### src/rtl/irc_pkg.sv
package irc_pkg;

    localparam int DUR_W = 7;
    localparam logic [DUR_W-1:0] DUR_MAX  = '1;
    localparam logic [DUR_W-1:0] DUR_PRE  = DUR_MAX - DUR_W'(1);
    localparam logic [DUR_W-1:0] DUR_ONE  = DUR_W'(1);

    localparam int ADDR_W = 4;
    localparam logic [ADDR_W-1:0] A_CTRL    = 4'h0;
    localparam logic [ADDR_W-1:0] A_PERIOD  = 4'h1;
    localparam logic [ADDR_W-1:0] A_STATUS  = 4'h2;
    localparam logic [ADDR_W-1:0] A_CARRIER = 4'h3;
    localparam int BUF_SEL_BIT = 3;

    localparam logic [7:0] PERIOD_RST = 8'h32;

    typedef struct packed {
        logic             space;
        logic [DUR_W-1:0] dur;
    } sample_t;

    typedef struct packed {
        logic irq_en;
        logic rx_en;
    } ctrl_t;

    function automatic sample_t make_sample(input logic lvl, input logic [DUR_W-1:0] d);
        sample_t s;
        s.space = ~lvl;
        s.dur   = d;
        return s;
    endfunction

endpackage

### src/rtl/irc_timebase.sv
module irc_timebase #(
    parameter int HALF_US_CYC = 100
) (
    input  logic       clk,
    input  logic       rst,
    input  logic       run,
    input  logic [6:0] period_us,
    output logic       half_tick,
    output logic       strobe
);
    localparam int HW = (HALF_US_CYC > 1) ? $clog2(HALF_US_CYC) : 1;
    localparam logic [HW-1:0] HLAST = HW'(HALF_US_CYC - 1);

    logic [HW-1:0] hcnt;
    logic          uphase;
    logic [6:0]    pcnt;
    logic [6:0]    plimit;
    logic          us_tick;

    assign plimit    = (period_us == 7'd0) ? 7'd1 : period_us;
    assign half_tick = run && (hcnt == HLAST);
    assign us_tick   = half_tick && uphase;
    assign strobe    = us_tick && (pcnt >= plimit - 7'd1);

    always_ff @(posedge clk) begin
        if (rst || !run) begin
            hcnt   <= '0;
            uphase <= 1'b0;
            pcnt   <= '0;
        end else begin
            hcnt <= half_tick ? '0 : hcnt + HW'(1);
            if (half_tick) uphase <= ~uphase;
            if (us_tick)   pcnt   <= strobe ? 7'd0 : pcnt + 7'd1;
        end
    end
endmodule

### src/rtl/irc_run_encoder.sv
module irc_run_encoder
    import irc_pkg::*;
(
    input  logic    clk,
    input  logic    rst,
    input  logic    run,
    input  logic    strobe,
    input  logic    din,
    output logic    emit,
    output sample_t sample,
    output logic    ovf
);
    logic             active;
    logic             level;
    logic [DUR_W-1:0] cnt;

    always_ff @(posedge clk) begin
        if (rst || !run) begin
            active <= 1'b0;
            level  <= 1'b0;
            cnt    <= '0;
            emit   <= 1'b0;
            ovf    <= 1'b0;
            sample <= '0;
        end else begin
            emit <= 1'b0;
            ovf  <= 1'b0;
            if (strobe) begin
                if (!active) begin
                    active <= 1'b1;
                    level  <= din;
                    cnt    <= DUR_ONE;
                end else if (din != level) begin
                    // close the run unless an overflow sample just consumed it
                    if (cnt != '0) begin
                        emit   <= 1'b1;
                        sample <= make_sample(level, cnt);
                    end
                    level <= din;
                    cnt   <= DUR_ONE;
                end else if (cnt == DUR_PRE) begin
                    emit   <= 1'b1;
                    ovf    <= 1'b1;
                    sample <= make_sample(level, DUR_MAX);
                    cnt    <= '0;
                end else begin
                    cnt <= cnt + DUR_ONE;
                end
            end
        end
    end
endmodule

### src/rtl/irc_sample_buffer.sv
module irc_sample_buffer
    import irc_pkg::*;
#(
    parameter int HALF_DEPTH = 4,
    localparam int DEPTH = 2 * HALF_DEPTH,
    localparam int PTR_W = $clog2(DEPTH)
) (
    input  logic             clk,
    input  logic             rst,
    input  logic             wr,
    input  sample_t          wdata,
    input  logic [PTR_W-1:0] rd_idx,
    output sample_t          rd_data,
    output logic             half_done,
    output logic             done_half
);
    localparam int OFF_W = $clog2(HALF_DEPTH);

    sample_t          mem [DEPTH];
    logic [PTR_W-1:0] wp;
    logic             last_slot;

    assign last_slot = (wp[OFF_W-1:0] == '1);
    assign rd_data   = mem[rd_idx];

    always_ff @(posedge clk) begin
        if (rst) begin
            wp        <= '0;
            half_done <= 1'b0;
            done_half <= 1'b0;
            for (int i = 0; i < DEPTH; i++) mem[i] <= '0;
        end else begin
            half_done <= 1'b0;
            if (wr) begin
                mem[wp] <= wdata;
                wp      <= wp + PTR_W'(1);
                if (last_slot) begin
                    half_done <= 1'b1;
                    done_half <= wp[PTR_W-1];
                end
            end
        end
    end
endmodule

### src/rtl/irc_carrier_meter.sv
module irc_carrier_meter #(
    parameter int CNT_W = 7
) (
    input  logic             clk,
    input  logic             rst,
    input  logic             run,
    input  logic             din,
    input  logic             tick,
    output logic             valid,
    output logic [CNT_W-1:0] value
);
    localparam logic [CNT_W-1:0] CMAX = '1;

    logic             din_q;
    logic             seen;
    logic             rise;
    logic [CNT_W-1:0] cnt;
    logic [CNT_W-1:0] cnt_nx;

    assign rise   = run && din && !din_q;
    assign cnt_nx = (tick && cnt != CMAX) ? cnt + CNT_W'(1) : cnt;

    always_ff @(posedge clk) begin
        if (rst) begin
            din_q <= 1'b0;
            seen  <= 1'b0;
            cnt   <= '0;
            valid <= 1'b0;
            value <= '0;
        end else begin
            din_q <= din;
            if (!run) begin
                cnt  <= '0;
                seen <= 1'b0;
            end else if (rise) begin
                if (seen) begin
                    valid <= 1'b1;
                    value <= cnt_nx;
                end
                seen <= 1'b1;
                cnt  <= '0;
            end else if (cnt_nx == CMAX) begin
                valid <= 1'b0;
                seen  <= 1'b0;
                cnt   <= cnt_nx;
            end else begin
                cnt <= cnt_nx;
            end
        end
    end
endmodule

### src/rtl/irc_capture.sv
module irc_capture
    import irc_pkg::*;
#(
    parameter int HALF_US_CYC = 100,
    parameter int HALF_DEPTH  = 4
) (
    input  logic       clk,
    input  logic       rst,
    input  logic       ir_in,
    input  logic       wr_en,
    input  logic [3:0] wr_addr,
    input  logic [7:0] wr_data,
    input  logic [3:0] rd_addr,
    output logic [7:0] rd_data,
    output logic       irq
);
    localparam int PTR_W = $clog2(2 * HALF_DEPTH);

    logic       ir_q1, ir_q2;
    ctrl_t      ctrl;
    logic [7:0] per_reg;
    logic       ready_half, rx_pend, ovf_pend;
    logic       clr_rx, clr_ovf;
    logic       half_tick, strobe;
    logic       enc_emit, enc_ovf;
    sample_t    enc_sample;
    sample_t    buf_rd;
    logic       half_done, done_half;
    logic       car_valid;
    logic [6:0] car_value;

    always_ff @(posedge clk) begin
        if (rst) begin
            ir_q1 <= 1'b0;
            ir_q2 <= 1'b0;
        end else begin
            ir_q1 <= ir_in;
            ir_q2 <= ir_q1;
        end
    end

    irc_timebase #(.HALF_US_CYC(HALF_US_CYC)) u_tb (
        .clk(clk), .rst(rst), .run(ctrl.rx_en), .period_us(per_reg[6:0]),
        .half_tick(half_tick), .strobe(strobe)
    );

    irc_run_encoder u_enc (
        .clk(clk), .rst(rst), .run(ctrl.rx_en), .strobe(strobe), .din(ir_q2),
        .emit(enc_emit), .sample(enc_sample), .ovf(enc_ovf)
    );

    irc_sample_buffer #(.HALF_DEPTH(HALF_DEPTH)) u_buf (
        .clk(clk), .rst(rst), .wr(enc_emit), .wdata(enc_sample),
        .rd_idx(rd_addr[PTR_W-1:0]), .rd_data(buf_rd),
        .half_done(half_done), .done_half(done_half)
    );

    irc_carrier_meter #(.CNT_W(7)) u_car (
        .clk(clk), .rst(rst), .run(ctrl.rx_en), .din(ir_q2), .tick(half_tick),
        .valid(car_valid), .value(car_value)
    );

    assign clr_rx  = wr_en && (wr_addr == A_STATUS) && wr_data[1];
    assign clr_ovf = wr_en && (wr_addr == A_STATUS) && wr_data[2];

    always_ff @(posedge clk) begin
        if (rst) begin
            ctrl       <= '0;
            per_reg    <= PERIOD_RST;
            ready_half <= 1'b0;
            rx_pend    <= 1'b0;
            ovf_pend   <= 1'b0;
        end else begin
            if (wr_en && wr_addr == A_CTRL)   ctrl    <= ctrl_t'(wr_data[1:0]);
            if (wr_en && wr_addr == A_PERIOD) per_reg <= wr_data;
            if (half_done) begin
                rx_pend    <= 1'b1;
                ready_half <= done_half;
            end else if (clr_rx) begin
                rx_pend <= 1'b0;
            end
            if (enc_ovf && per_reg[7]) ovf_pend <= 1'b1;
            else if (clr_ovf)          ovf_pend <= 1'b0;
        end
    end

    assign irq = ctrl.irq_en && (rx_pend || ovf_pend);

    always_comb begin
        rd_data = '0;
        if (rd_addr[BUF_SEL_BIT]) begin
            rd_data = buf_rd;
        end else begin
            case (rd_addr)
                A_CTRL:    rd_data = {6'b0, ctrl};
                A_PERIOD:  rd_data = per_reg;
                A_STATUS:  rd_data = {5'b0, ovf_pend, rx_pend, ready_half};
                A_CARRIER: rd_data = {car_valid, car_value};
                default:   rd_data = '0;
            endcase
        end
    end
endmodule

### config.mk
export PLATFORM = sky130hd
export DESIGN_NAME = irc_capture
export DESIGN_NICKNAME = d
export VERILOG_FILES = /design/src/rtl/irc_pkg.sv /design/src/rtl/irc_timebase.sv /design/src/rtl/irc_run_encoder.sv /design/src/rtl/irc_sample_buffer.sv /design/src/rtl/irc_carrier_meter.sv /design/src/rtl/irc_capture.sv
export SDC_FILE = /design/constraint.sdc
export NUM_CORES = 1
export LEC_CHECK = 0
export BUFFER_PORTS_ARGS = -buffer_cell sky130_fd_sc_hd__buf_2
export CAP_MARGIN = 10
export CORE_MARGIN = 2
export CORE_UTILIZATION = 45
export CTS_BUF_LIST = sky130_fd_sc_hd__clkbuf_4 sky130_fd_sc_hd__clkbuf_8
export CTS_CLUSTER_SIZE = 10
export DETAILED_ROUTE_END_ITERATION = 8
export PLACE_DENSITY_LB_ADDON = 0.25
export SETUP_SLACK_MARGIN = 0.4
export SLEW_MARGIN = 25
export SYNTH_ARGS = -nofsm -noshare
export SYNTH_HDL_FRONTEND = slang
export SYNTH_SLANG_ARGS = --single-unit
### constraint.sdc
create_clock -name clk -period 8.3 [get_ports clk]
set_input_delay 1.66 -clock clk [delete_from_list [all_inputs] [get_ports clk]]
set_output_delay 1.66 -clock clk [all_outputs]
set_load 0.03 [all_outputs]
== Word-level counts from Yosys, hierarchy flattened ==
Memory sizes are Yosys's and may differ from the RTL's.
Cells that the tools add are included.
Widths: inputs -> output; s select.

* $add $sub $neg: 6
* Order comparisons: 1
* Eq/ne operators: 14
* Mux-type cells: 33
* Bitwise logic cells: 6
* Reductions and logical operators: 37

{| class="wikitable"
|+ Operator list
! kind !! count
|-
| $mux 7 || 6
|-
| $mux 8 || 5
|-
| $pmux 8 s4 || 1
|-
| $add 7x1->7 const B || 4
|-
| $eq 7x7->1 const B || 3
|-
| $mux 1 || 20
|-
| $logic_and 1x1->1 || 13
|-
| $eq 4x2->1 const B || 3
|-
| $eq 4x1->1 const B || 2
|-
| $logic_not 4->1 || 2
|-
| $reduce_bool 2->1 || 4
|-
| $reduce_or 8->1 || 1
|-
| $ge 7x7->1 || 1
|-
| $logic_not 7->1 || 1
|-
| $ne 7x7->1 const B || 1
|-
| $reduce_bool 7->1 || 1
|-
| $sub 7x1->7 const B || 1
|-
| $not 1->1 || 6
|-
| $reduce_and 3->1 || 2
|-
| $reduce_or 2->1 || 3
|-
| $reduce_or 3->1 || 2
|-
| $ne 2x2->1 const B || 2
|-
| $reduce_and 2->1 || 2
|-
| $reduce_and 4->1 || 1
|-
| other kinds (8) || 10
|}

* Flip-flop bits (word level): 71
* Memory bits (writable): 64
* Output and inout port bits: 9
* Logic and storage cells: 124
* Memories: 1

{| class="wikitable"
|+ Memories
! name !! depth !! bits a word !! rd ports !! clocked after Yosys merged registers in !! write ports !! line !! source
|-
| u_buf.mem || 8 || 8 || 1 || 0 || 8 || irc_sample_buffer.sv:19 || <nowiki>sample_t mem [DEPTH];</nowiki>
|}

== Longest topological paths before layout ==
Gate-level depths: netlist (run 1).

* Depth after elaboration: 7
* Gate-level depth with buffers: 13

== By module ==
A second synthesis (run 1) with hierarchy kept.

* Cells, all modules: 607
* Area total of the unflattened synthesis: 6695.2 um^2

{| class="wikitable"
|+ Modules (own cells, without submodules)
! module !! instances !! cells an instance !! area each (um^2)
|-
| irc_sample_buffer || 1 || 213 || 3179.3
|-
| irc_timebase || 1 || 113 || 964.7
|-
| irc_run_encoder || 1 || 99 || 895.9
|-
| irc_carrier_meter || 1 || 91 || 829.5
|-
| irc_capture || 1 || 91 || 825.8
|}

== Worst setup path after synthesis (run 1) ==
Ideal clock, no wire load.

* Path type: input to output
* Start: input port rd_addr[0]
* End: output port rd_data[3]
* Arrival time: 3.293 ns
* Required time: 6.640 ns
* Slack: 3.347 ns
* Stages on the path: 6
* Buffers on the path: 2
* Cells stage by stage: buf_2 > buf_2 > mux4_2 > mux2_2 > nand2_1 > o21ai_0

* Word-level cells in the longest chain between the ends: 3
* Elaborated cells on any way between the ends: 7

{| class="wikitable"
|+ RTL lines
! item !! line !! source
|-
| start, declared || irc_capture.sv:13 || <nowiki>input logic [3:0] rd_addr,</nowiki>
|-
| $eq 4x2->1 (tied with other cells) || irc_capture.sv:94 || <nowiki>case (rd_addr)</nowiki>
|-
| $pmux 8 s4 || irc_capture.sv:94 ||
|-
| $mux 8 * || irc_capture.sv:91 || <nowiki>if (rd_addr[BUF_SEL_BIT]) begin</nowiki>
|-
| end, declared || irc_capture.sv:14 || <nowiki>output logic [7:0] rd_data,</nowiki>
|}

Every way passes the cells marked *; elsewhere a longest branch is shown, timed or not.

== Final worst setup path (run 1) ==
* Start: input port rd_addr[0]
* End: output port rd_data[0]

Same word-level chain as after synthesis.

==> results by group, run 1 <==
CTS
  – Setup Fix Bufs, Post-CTS: 0
  – Clock Latency Late Sink: 0.45 ns
  – CTS tree: built
  – Root Buffer: clkbuf_8
  – Post-CTS Hold Fix Bufs: 0
  – CTS H-tree depth: 4
  – Resized cells post-CTS: 0
  – Sink Count: ~140
  – TritonCTS buffer count: 17
  – Clk slew on worst S/H paths: 0.07 ns
  – CTS Buffer Depth: 2

Drt
  – Final WL: approximately 14 mm
  – DRC: 0
  – WL/cell: between 15 and 20 um
  – Drt via density: approximately 5.4
  – Initial DRC count: 370
  – Via count: about 4400
  – Final ANT Viol Nets: 0
  – DRT Pass-1 Iters: 5

STA
  – Fmax achieved: 0.1920 GHz
  – Minimum clock period: around 5.2 ns
  – Worst rel slew slack: 0.4602
  – Final worst-path cycle share: 0.6276
  – RSZ-0062 raised after global routing: no
  – Sum of negative setup slack: 0 ns
  – Final worst slack: between 3 and 4 ns
  – Worst-Margin Slew: 0.8098 ns
  – Final hold violations: 0
  – Setup Viol. Count Final: 0
  – Fin. max-slew vios: 0
  – Final Skew: 0.02276 ns

Setup path
  – WP data arrival: between 3 and 4 ns
  – Crit. End Element: output port
  – Critical Path Slowest Stage Cell: mux4_2
  – Most used cell along the critical path: buf_2
  – Reg2reg path depth: 12
  – Worst Path Max Fanout: 24
  – R2R Setup Slk: around 4.8 ns
  – FF-to-FF Start: per_reg[2]
  – Largest delay contributor family on the critical path: multiplexers
  – Crit-path cells: buf_2, mux4_2, mux2_2, a22oi_1, nand2_1, buf_2
  – Max stage delay on crit path: a little under 0.6 ns
  – Setup crit start kind: primary input
  – R2R Path End: u_enc.sample[3]
  – WS Path Type: in -> out
  – Stages on the worst setup path: 6
  – Critical path required time: around 6.6 ns
  – Crit path buf inv count: 2

Logic synthesis
  – Synthesized area: between 6000 and 7000 um^2
  – Top_reg_cell synth: dfxtp_1
  – Ys async rst share: 0
  – Synthesized area per cell: approximately 11 um^2
  – Yosys reg bits: around 140
  – Number of synthesized flops with an enable pin: between 60 and 70
  – Synthesized Nets: ~620
  – Synth unique cells: 57
  – Synth Instances: about 590
  – Post-synthesis sequential area ratio: 0.5185
  – Ys Warns: 0

Worst hold path
  – Worst hold start: ir_q1
  – Worst Hold Class: reg -> reg
  – Hold depth: 1
  – Worst Hold End: ir_q2

Placement
  – DP HPWL: between 10 and 15 mm
  – Worst slack, placed: slightly above 3 ns
  – Port buffer count: 28
  – Routability cong.: around 0.85

Cells and area
  – Commonest non-fill, non-tap cells in the layout: dfxtp_1, nor2_1, and2_1, edfxtp_1, nand2_1
  – Final #Nets: 650
  – Layout cells sized above 1: 0.1722
  – Leading cell type in the layout, fill and taps excluded: dfxtp_1
  – Final-layout fill cell count: approximately 1300
  – Antenna diode count: 0
  – Max reg flops: 64
  – Area Overhead vs Synth: 9.897%

GRT
  – Total track usage: 0.1948
  – Largest net degree at the start of global routing: 45
  – Initial antenna violation count: 0
  – Grt ovf: 0
  – First-pass GRT wire length: between 20 and 25 mm
  – Vias in the first global route: just over 4000

Status
  – Status: finished, final reports clean

Floorplanning
  – Die width: 123.7 um
  – Num ports: 29
  – # rows: between 40 and 50
  – Die ar.: approximately 15000 um^2
  – Core area: 13930 um^2
  – Initial core utilization: 0.4627
  – Chip Height: between 100 and 150 um

Power and ir drop
  – Total power per unit cell area: 184.0 nW/um^2
  – Leak: around 2.6 nW
  – Maximum vdd drop: between 0.09 and 0.1 mV

Flow run
  – Max_cap viols: 0
==> how the worst max path moves through the flow <==
stage	slack, ns	endpoint	startpoint
3_5_place_dp	3.07	rd_data[0]	rd_addr[0]
5_1_grt	2.93	rd_data[0]	rd_addr[0]
6_report	3.09	rd_data[0]	rd_addr[0]
2_1_floorplan	3.35	rd_data[3]	rd_addr[0]
3_3_place_gp	3.11	rd_data[1]	rd_addr[0]
4_1_cts	3.07	rd_data[1]	rd_addr[0]
==> report_power, final <==
part           switching, W  internal (W)   total, W
clock              0.000245      0.000270   0.000515
sequential       0.00000816      0.000711   0.000720
combinational     0.0000397     0.0000295  0.0000692
total              0.000293       0.00101    0.00130
==> cell type report <==
class | count | area [um^2] | area share
Tap cell | 180 | 225.2 | 0.03179
Clock inverter | 11 | 108.9 | 0.01536
Clock buffer | 20 | 256.5 | 0.03620
Inverter | 5 | 18.77 | 0.002649
Sequential cell | 135 | 3343 | 0.4718
Multi-Input combinational cell | 426 | 2978 | 0.4203
Timing Repair Buffer | 30 | 155.1 | 0.02190
==> stage by stage <==
step | utilization | cells | hold slack [ns] | area, um^2 | total power, W
CTS | 0.5085 | 807 | 0.4447 | 7086 | 0.001316
global placement | 0.4823 | 776 | 0.4224 | 6720 | 0.0008020
floorplan | - | 589 | 0.4132 | 6447 | 0.0007806
detailed placement | 0.4823 | 776 | 0.4266 | 6720 | 0.0008039
global route | 0.5085 | 807 | 0.4667 | 7086 | 0.001355
finish | 0.5085 | 807 | 0.4403 | 7086 | 0.001304
==> Yosys cell counts (9+ instances only) <==
| cell | instances | area (um^2) |
|---|---|---|
| edfxtp_1 | 64 | 1922 |
| a21oi_1 | 16 | 80.08 |
| and2_1 | 66 | 412.9 |
| o21ai_0 | 16 | 80.08 |
| nor2_1 | 67 | 251.5 |
| xor2_1 | 9 | 78.83 |
| ha_1 | 15 | 187.7 |
| nor2b_1 | 9 | 56.30 |
| a211oi_1 | 10 | 75.07 |
| or2_2 | 10 | 62.56 |
| clkbuf_1 | 10 | 37.54 |
| nand3_1 | 18 | 90.09 |
| mux2_2 | 11 | 123.9 |
| dfxtp_1 | 71 | 1421 |
| nand2_1 | 52 | 195.2 |
| mux4_2 | 16 | 360.4 |
| xnor2_1 | 10 | 87.58 |
| mux2i_1 | 15 | 150.1 |
==> per-layer routing <==
layer	GRT usage	up-vias	wire [um]
met5	0	-	0
met3	0.05586	8	784
met1	0.2723	2107	6637
met2	0.2922	98	6366
li1	-	2178	-
met4	0.06250	0	135
==> cell families (layout without fill, tap and decap cells) <==
family          Yosys count  after routing  share of synthesized area
compound gates           72             72                    0.07840
buf+inv                  28             66                    0.01960
mux                      42             42                    0.09839
flops                   135            135                     0.5185
simple gates            277            277                     0.2276
fa+ha+maj                15             15                    0.02911
xor+xnor                 20             20                    0.02833
Power figures use the tool's default switching activity.
==> inputs of run 2 (changes only) <==
- clock period: 8.3 -> 5.3 ns (I/O delays scaled with it)
==> results by group, run 2 (synthesis results as in run 1) <==
Flow run
  – Max_cap viols: 0 (unchanged)

Power and ir drop
  – Total power per unit cell area: 293.5 nW/um^2 (was 184.0 nW/um^2)
  – Clk network pwr share: 0.408 (was 0.395)
  – Switching share of total power: 0.2254 (was 0.2246)
  – Maximum vdd drop: 0.1581 mV (was 0.09593 mV)
  – Leak: 2.581 nW (was 2.578 nW)
  – Cell Int Power: 0.001617 W (was 0.001011 W)
  – Power Total: 0.002088 W (was 0.001304 W)
  – Combinational Power Share: 0.052 (was 0.053)
  – Switching power: 0.0004705 W (was 0.0002928 W)
  – Flop pwr share: 0.540 (was 0.552)

Placement
  – Cell Area, Placed: 6720 um^2 (unchanged)
  – Routability cong.: 0.8384 (was 0.8468)
  – Port buffer count: 28 (unchanged)
  – DP HPWL: 9.990 mm (was 10.04 mm)

GRT
  – Vias in the first global route: 4284 (was 4144)
  – Total track usage: 0.1944 (was 0.1948)
  – Grt ovf: 0 (unchanged)
  – First-pass GRT wire length: 22.27 mm (was 22.13 mm)
  – Initial antenna violation count: 0 (unchanged)
  – Largest net degree at the start of global routing: 45 (unchanged)

CTS
  – CTS H-tree depth: 4 (unchanged)
  – Clk slew on worst S/H paths: 0.07 ns (about the same)
  – TritonCTS buffer count: 17 (unchanged)
  – CTS Buffer Depth: 2 (unchanged)
  – CTS tree: built (unchanged)
  – Setup Fix Bufs, Post-CTS: 0 (unchanged)
  – Clock Latency Late Sink: 0.45 ns (about the same)
  – Resized cells post-CTS: 0 (unchanged)
  – Sink Count: 135 (unchanged)
  – Post-CTS Hold Fix Bufs: 0 (unchanged)
  – Root Buffer: clkbuf_8 (unchanged)

Cells and area
  – Final #Nets: 650 (unchanged)
  – Post-route cell area: 7113 um^2 (was 7086 um^2)
  – Antenna diode count: 0 (unchanged)
  – Commonest non-fill, non-tap cells in the layout: dfxtp_1, nor2_1, and2_1, edfxtp_1, nand2_1 (unchanged)
  – Area Overhead vs Synth: 10.32% (was 9.897%)
  – Max reg flops: 64 (unchanged)
  – Leading cell type in the layout, fill and taps excluded: dfxtp_1 (unchanged)
  – Layout cells sized above 1: 0.1725 (was 0.1722)

Drt
  – WL/cell: 17.03 um (was 17.25 um)
  – Final ANT Viol Nets: 0 (unchanged)
  – DRC: 0 (unchanged)
  – Initial DRC count: 409 (was 370)
  – Via count: 4448 (was 4391)
  – Drt via density: 5.519 (was 5.441)
  – DRT Pass-1 Iters: 4 (was 5)
  – Final WL: 13.73 mm (was 13.92 mm)

Setup path
  – Stages on the worst setup path: 6 (unchanged)
  – Largest delay contributor family on the critical path: multiplexers (unchanged)
  – Critical Path Slowest Stage Cell: mux4_2 (unchanged)
  – Most used cell along the critical path: buf_2 (unchanged)
  – Crit path buf inv count: 2 (unchanged)
  – R2R Setup Slk: 1.71 ns (was 4.75 ns)
  – FF-to-FF Start: per_reg[3] (was per_reg[2])
  – Reg2reg path depth: 12 (unchanged)
  – Worst Path Max Fanout: 24 (unchanged)
  – Critical path required time: 4.24 ns (was 6.64 ns)
  – Crit. End Element: output port (unchanged)
  – WS Path Type: in -> out (unchanged)
  – Crit-path cells: buf_2, mux4_2, mux2_2, a22oi_1, nand2_1, buf_2 (unchanged)
  – Setup crit start kind: primary input (unchanged)
  – WP data arrival: 2.95 ns (was 3.55 ns)
  – Max stage delay on crit path: 0.58 ns (was 0.59 ns)
  – R2R Path End: u_enc.sample[7] (was u_enc.sample[3])

STA
  – Fin. max-slew vios: 0 (unchanged)
  – Worst-Margin Slew: 0.8343 ns (was 0.8098 ns)
  – Final hold violations: 0 (unchanged)
  – Worst rel slew slack: 0.4438 (was 0.4602)
  – Final worst-path cycle share: 0.7559
  – Minimum clock period: ~4.0 ns
  – RSZ-0062 raised after global routing: no (unchanged)
  – Setup Viol. Count Final: 0 (unchanged)
  – Final Skew: 0.01213 ns (was 0.02276 ns)
  – Hold Slack: 0.4387 ns (was 0.4403 ns)
  – Fmax achieved: between 0.2 and 0.25 GHz
  – Sum of negative setup slack: 0 ns (unchanged)

Floorplanning
  – Initial core utilization: 0.4627 (unchanged)
  – Chip Height: 123.7 um (unchanged)
  – # rows: 43 (unchanged)
  – Die ar.: 15300 um^2 (unchanged)
  – Die width: 123.7 um (unchanged)
  – Core area: 13930 um^2 (unchanged)
  – Num ports: 29 (unchanged)

Worst hold path
  – Worst Hold Class: reg -> reg (unchanged)
  – Hold depth: 1 (unchanged)
  – Worst Hold End: ir_q2 (unchanged)
  – Worst hold start: ir_q1 (unchanged)

Status
  – Status: finished, final reports clean (unchanged)
run 2: cell types whose count changed in the layout (fill, tap and decap cells not counted), sizes merged:
cell      before  now
bufinv         2    3
clkinvlp       1    2
clkbuf        20   17
run 2: worst max path at each step:
| stage | start | slack [ns] | endpoint |
|---|---|---|---|
| finish | rd_addr[0] | 1.29 | rd_data[1] |
| global route | rd_addr[0] | 1.13 | rd_data[1] |
| CTS | rd_addr[0] | 1.27 | rd_data[1] |
| detailed placement | rd_addr[0] | 1.29 | rd_data[1] |
| global placement | rd_addr[0] | 1.30 | rd_data[1] |
| floorplan | rd_addr[0] | 1.55 | rd_data[3] |
run 2: metal layers:
metal / up-vias / GRT usage / share of wire
met2: 87 / 0.2964 / 0.46
met5: - / 0 / 0
met3: 10 / 0.04533 / 0.052
met4: 0 / 0.07102 / 0.0099
met1: 2176 / 0.2709 / 0.48
li1: 2175 / - / -
run 2: cell type report:
| class | count | area [um^2] |
|---|---|---|
| clock buffers | 17 | 234.0 |
| clock inverters | 13 | 158.9 |
| fillers | 1211 | 6822 |
| inverters | 5 | 18.77 |
| multi-input cells | 426 | 2978 |
| flip-flops and latches | 135 | 3343 |
| well taps | 180 | 225.2 |
| repair buffers | 30 | 155.1 |
run 2: per-stage QoR:
stage          utilization  worst slack (ns)  std cells
4_1_cts             0.5105             1.271        806
2_1_floorplan            -             1.547        589
3_5_place_dp        0.4823             1.293        776
6_report            0.5105             1.294        806
5_1_grt             0.5105             1.128        806
3_3_place_gp        0.4823             1.303        776
run 2: power by group through the flow:
stage	clock (W)	combinational (W)	sequential [W]
final	0.000853	0.000108	0.00113
after global routing	0.000919	0.000118	0.00113
after CTS	0.000867	0.000109	0.00113
after detailed placement	0	0.000109	0.00115
after global placement	0	0.000106	0.00115
after floorplan	0	0.0000811	0.00114
==> inputs of run 3 (changes only) <==
- clock period: 5.3 -> 4.11 ns (I/O delays scaled with it)
==> results by group, run 3 (synthesis results as in run 1) <==
Floorplanning
  – Core area: 13930 um^2 (unchanged)
  – # rows: 43 (unchanged)
  – Num ports: 29 (unchanged)
  – Chip Height: 123.7 um (unchanged)
  – Die ar.: 15300 um^2 (unchanged)
  – Die width: 123.7 um (unchanged)
  – Initial core utilization: 0.4627 (unchanged)

Placement
  – DP HPWL: 9.747 mm (was 9.990 mm)
  – Port buffer count: 28 (unchanged)
  – Worst slack, placed: 0.6279 ns (was 1.293 ns)
  – Routability cong.: 0.7895 (was 0.8384)

Drt
  – DRC: 0 (unchanged)
  – DRT Pass-1 Iters: 5 (was 4)
  – Final WL: 13.66 mm (was 13.73 mm)
  – Drt via density: 5.481 (was 5.519)
  – Initial DRC count: 441 (was 409)
  – Via count: 4478 (was 4448)
  – Final ANT Viol Nets: 0 (unchanged)
  – WL/cell: 16.72 um (was 17.03 um)

Flow run
  – Max_cap viols: 0 (unchanged)

STA
  – Sum of negative setup slack: 0 ns (unchanged)
  – Final hold violations: 0 (unchanged)
  – Worst-Margin Slew: 0.7836 ns (was 0.8343 ns)
  – Fmax achieved: just under 0.3 GHz
  – Worst rel slew slack: 0.4776 (was 0.4438)
  – Minimum clock period: 3.450 ns
  – Final Skew: 0.01274 ns (was 0.01213 ns)
  – Setup Viol. Count Final: 0 (unchanged)
  – Fin. max-slew vios: 0 (unchanged)
  – RSZ-0062 raised after global routing: no (unchanged)
  – Final worst-path cycle share: 0.8393
  – Final worst slack: 0.6604 ns (was 1.294 ns)

Cells and area
  – Final #Nets: 659 (was 650)
  – Commonest non-fill, non-tap cells in the layout: dfxtp_1, nor2_1, and2_1, edfxtp_1, nand2_1 (unchanged)
  – Antenna diode count: 0 (unchanged)
  – Layout cells sized above 1: 0.1884 (was 0.1725)
  – Leading cell type in the layout, fill and taps excluded: dfxtp_1 (unchanged)
  – Max reg flops: 64 (unchanged)
  – Area Overhead vs Synth: 12.23% (was 10.32%)
  – Final-layout fill cell count: 1209 (was 1211)

Setup path
  – Max stage delay on crit path: 0.59 ns (was 0.58 ns)
  – Crit. End Element: output port (unchanged)
  – WP data arrival: 2.63 ns (was 2.95 ns)
  – Critical path required time: 3.29 ns (was 4.24 ns)
  – WS Path Type: in -> out (unchanged)
  – Crit-path cells: buf_2, mux4_2, mux2_2, a22oi_1, nand2_1, buf_2 (unchanged)
  – Largest delay contributor family on the critical path: multiplexers (unchanged)
  – Reg2reg path depth: 12 (unchanged)
  – Stages on the worst setup path: 6 (unchanged)
  – Setup crit start kind: primary input (unchanged)
  – Worst Path Max Fanout: 20 (was 24)
  – Crit path buf inv count: 2 (unchanged)
  – Most used cell along the critical path: buf_2 (unchanged)
  – Critical Path Slowest Stage Cell: mux4_2 (unchanged)

CTS
  – Resized cells post-CTS: 0 (unchanged)
  – Clk slew on worst S/H paths: 0.07 ns (about the same)
  – TritonCTS buffer count: 17 (unchanged)
  – Root Buffer: clkbuf_8 (unchanged)
  – Setup Fix Bufs, Post-CTS: 0 (unchanged)
  – Post-CTS Hold Fix Bufs: 0 (unchanged)
  – CTS tree: built (unchanged)
  – CTS Buffer Depth: 2 (unchanged)
  – CTS H-tree depth: 4 (unchanged)
  – Clock Latency Late Sink: 0.45 ns (about the same)
  – Sink Count: 135 (unchanged)

Power and ir drop
  – Total power per unit cell area: 388.1 nW/um^2 (was 293.5 nW/um^2)
  – Maximum vdd drop: 0.1742 mV (was 0.1581 mV)
  – Switching power: 0.0006186 W (was 0.0004705 W)
  – Flop pwr share: 0.516 (was 0.540)
  – Clk network pwr share: 0.433 (was 0.408)
  – Combinational Power Share: 0.051 (was 0.052)
  – Leak: 2.662 nW (was 2.581 nW)
  – Cell Int Power: 0.002189 W (was 0.001617 W)
  – Switching share of total power: 0.2203 (was 0.2254)

Status
  – Status: finished, final reports clean (unchanged)

GRT
  – Vias in the first global route: 4272 (was 4284)
  – First-pass GRT wire length: 22.06 mm (was 22.27 mm)
  – Initial antenna violation count: 0 (unchanged)
  – Total track usage: 0.1912 (was 0.1944)
  – Grt ovf: 0 (unchanged)
  – Largest net degree at the start of global routing: 45 (unchanged)

Worst hold path
  – Hold depth: 1 (unchanged)
  – Worst Hold Class: reg -> reg (unchanged)
==> run 3: cell types whose count changed in the layout (fill, tap and decap cells not counted), moves of 2 or more <==
cell and change:
clkinv_2 -2, clkbuf_8 +5, buf_4 +9, inv_6 +2, clkinv_4 -2
==> run 3: final timing paths <==
kind                endpoint  startpoint  slack (ns)
max               rd_data[1]  rd_addr[0]        0.66
min                    ir_q2       ir_q1        0.44
max reg2reg  u_enc.sample[7]  per_reg[3]        0.70
min reg2reg            ir_q2       ir_q1        0.44
==> run 3: power by group through the flow <==
| stage | Combinational, W | Clock, W | Sequential [W] |
|---|---|---|---|
| final | 0.000142 | 0.00122 | 0.00145 |
| after global routing | 0.000154 | 0.00130 | 0.00145 |
| after CTS | 0.000144 | 0.00124 | 0.00145 |
| after detailed placement | 0.000143 | 0 | 0.00148 |
| after global placement | 0.000140 | 0 | 0.00148 |
| after floorplan | 0.000105 | 0 | 0.00147 |
==> run 3: cell type report <==
cell class | instances | area, um^2 | share of cell area
Timing Repair Buffer | 39 | 222.7 | 0.03078
Sequential cell | 135 | 3343 | 0.4620
Multi-Input combinational cell | 426 | 2978 | 0.4116
Tap cell | 180 | 225.2 | 0.03113
Clock buffer | 23 | 310.3 | 0.04288
Inverter | 5 | 18.77 | 0.002594
Clock inverter | 9 | 137.6 | 0.01902
==> run 3: per-stage QoR <==
| stage | std cells | hold slack (ns) | total power (W) | instance area [um^2] | util |
|---|---|---|---|---|---|
| finish | 817 | 0.4371 | 0.002808 | 7236 | 0.5193 |
| global route | 817 | 0.4546 | 0.002908 | 7236 | 0.5193 |
| CTS | 812 | 0.4390 | 0.002833 | 7198 | 0.5166 |
| detailed placement | 780 | 0.4204 | 0.001623 | 6750 | 0.4844 |
| global placement | 780 | 0.4214 | 0.001619 | 6750 | 0.4844 |
| floorplan | 589 | 0.4132 | 0.001576 | 6447 | - |
==> run 3: layer usage <==
layer,up-vias,GRT usage,routed length (um)
li1,2194,-,-
met1,2162,0.2677,6553
met2,111,0.2916,6436
met3,11,0.05128,546
met4,0,0.05611,123
met5,-,0,0
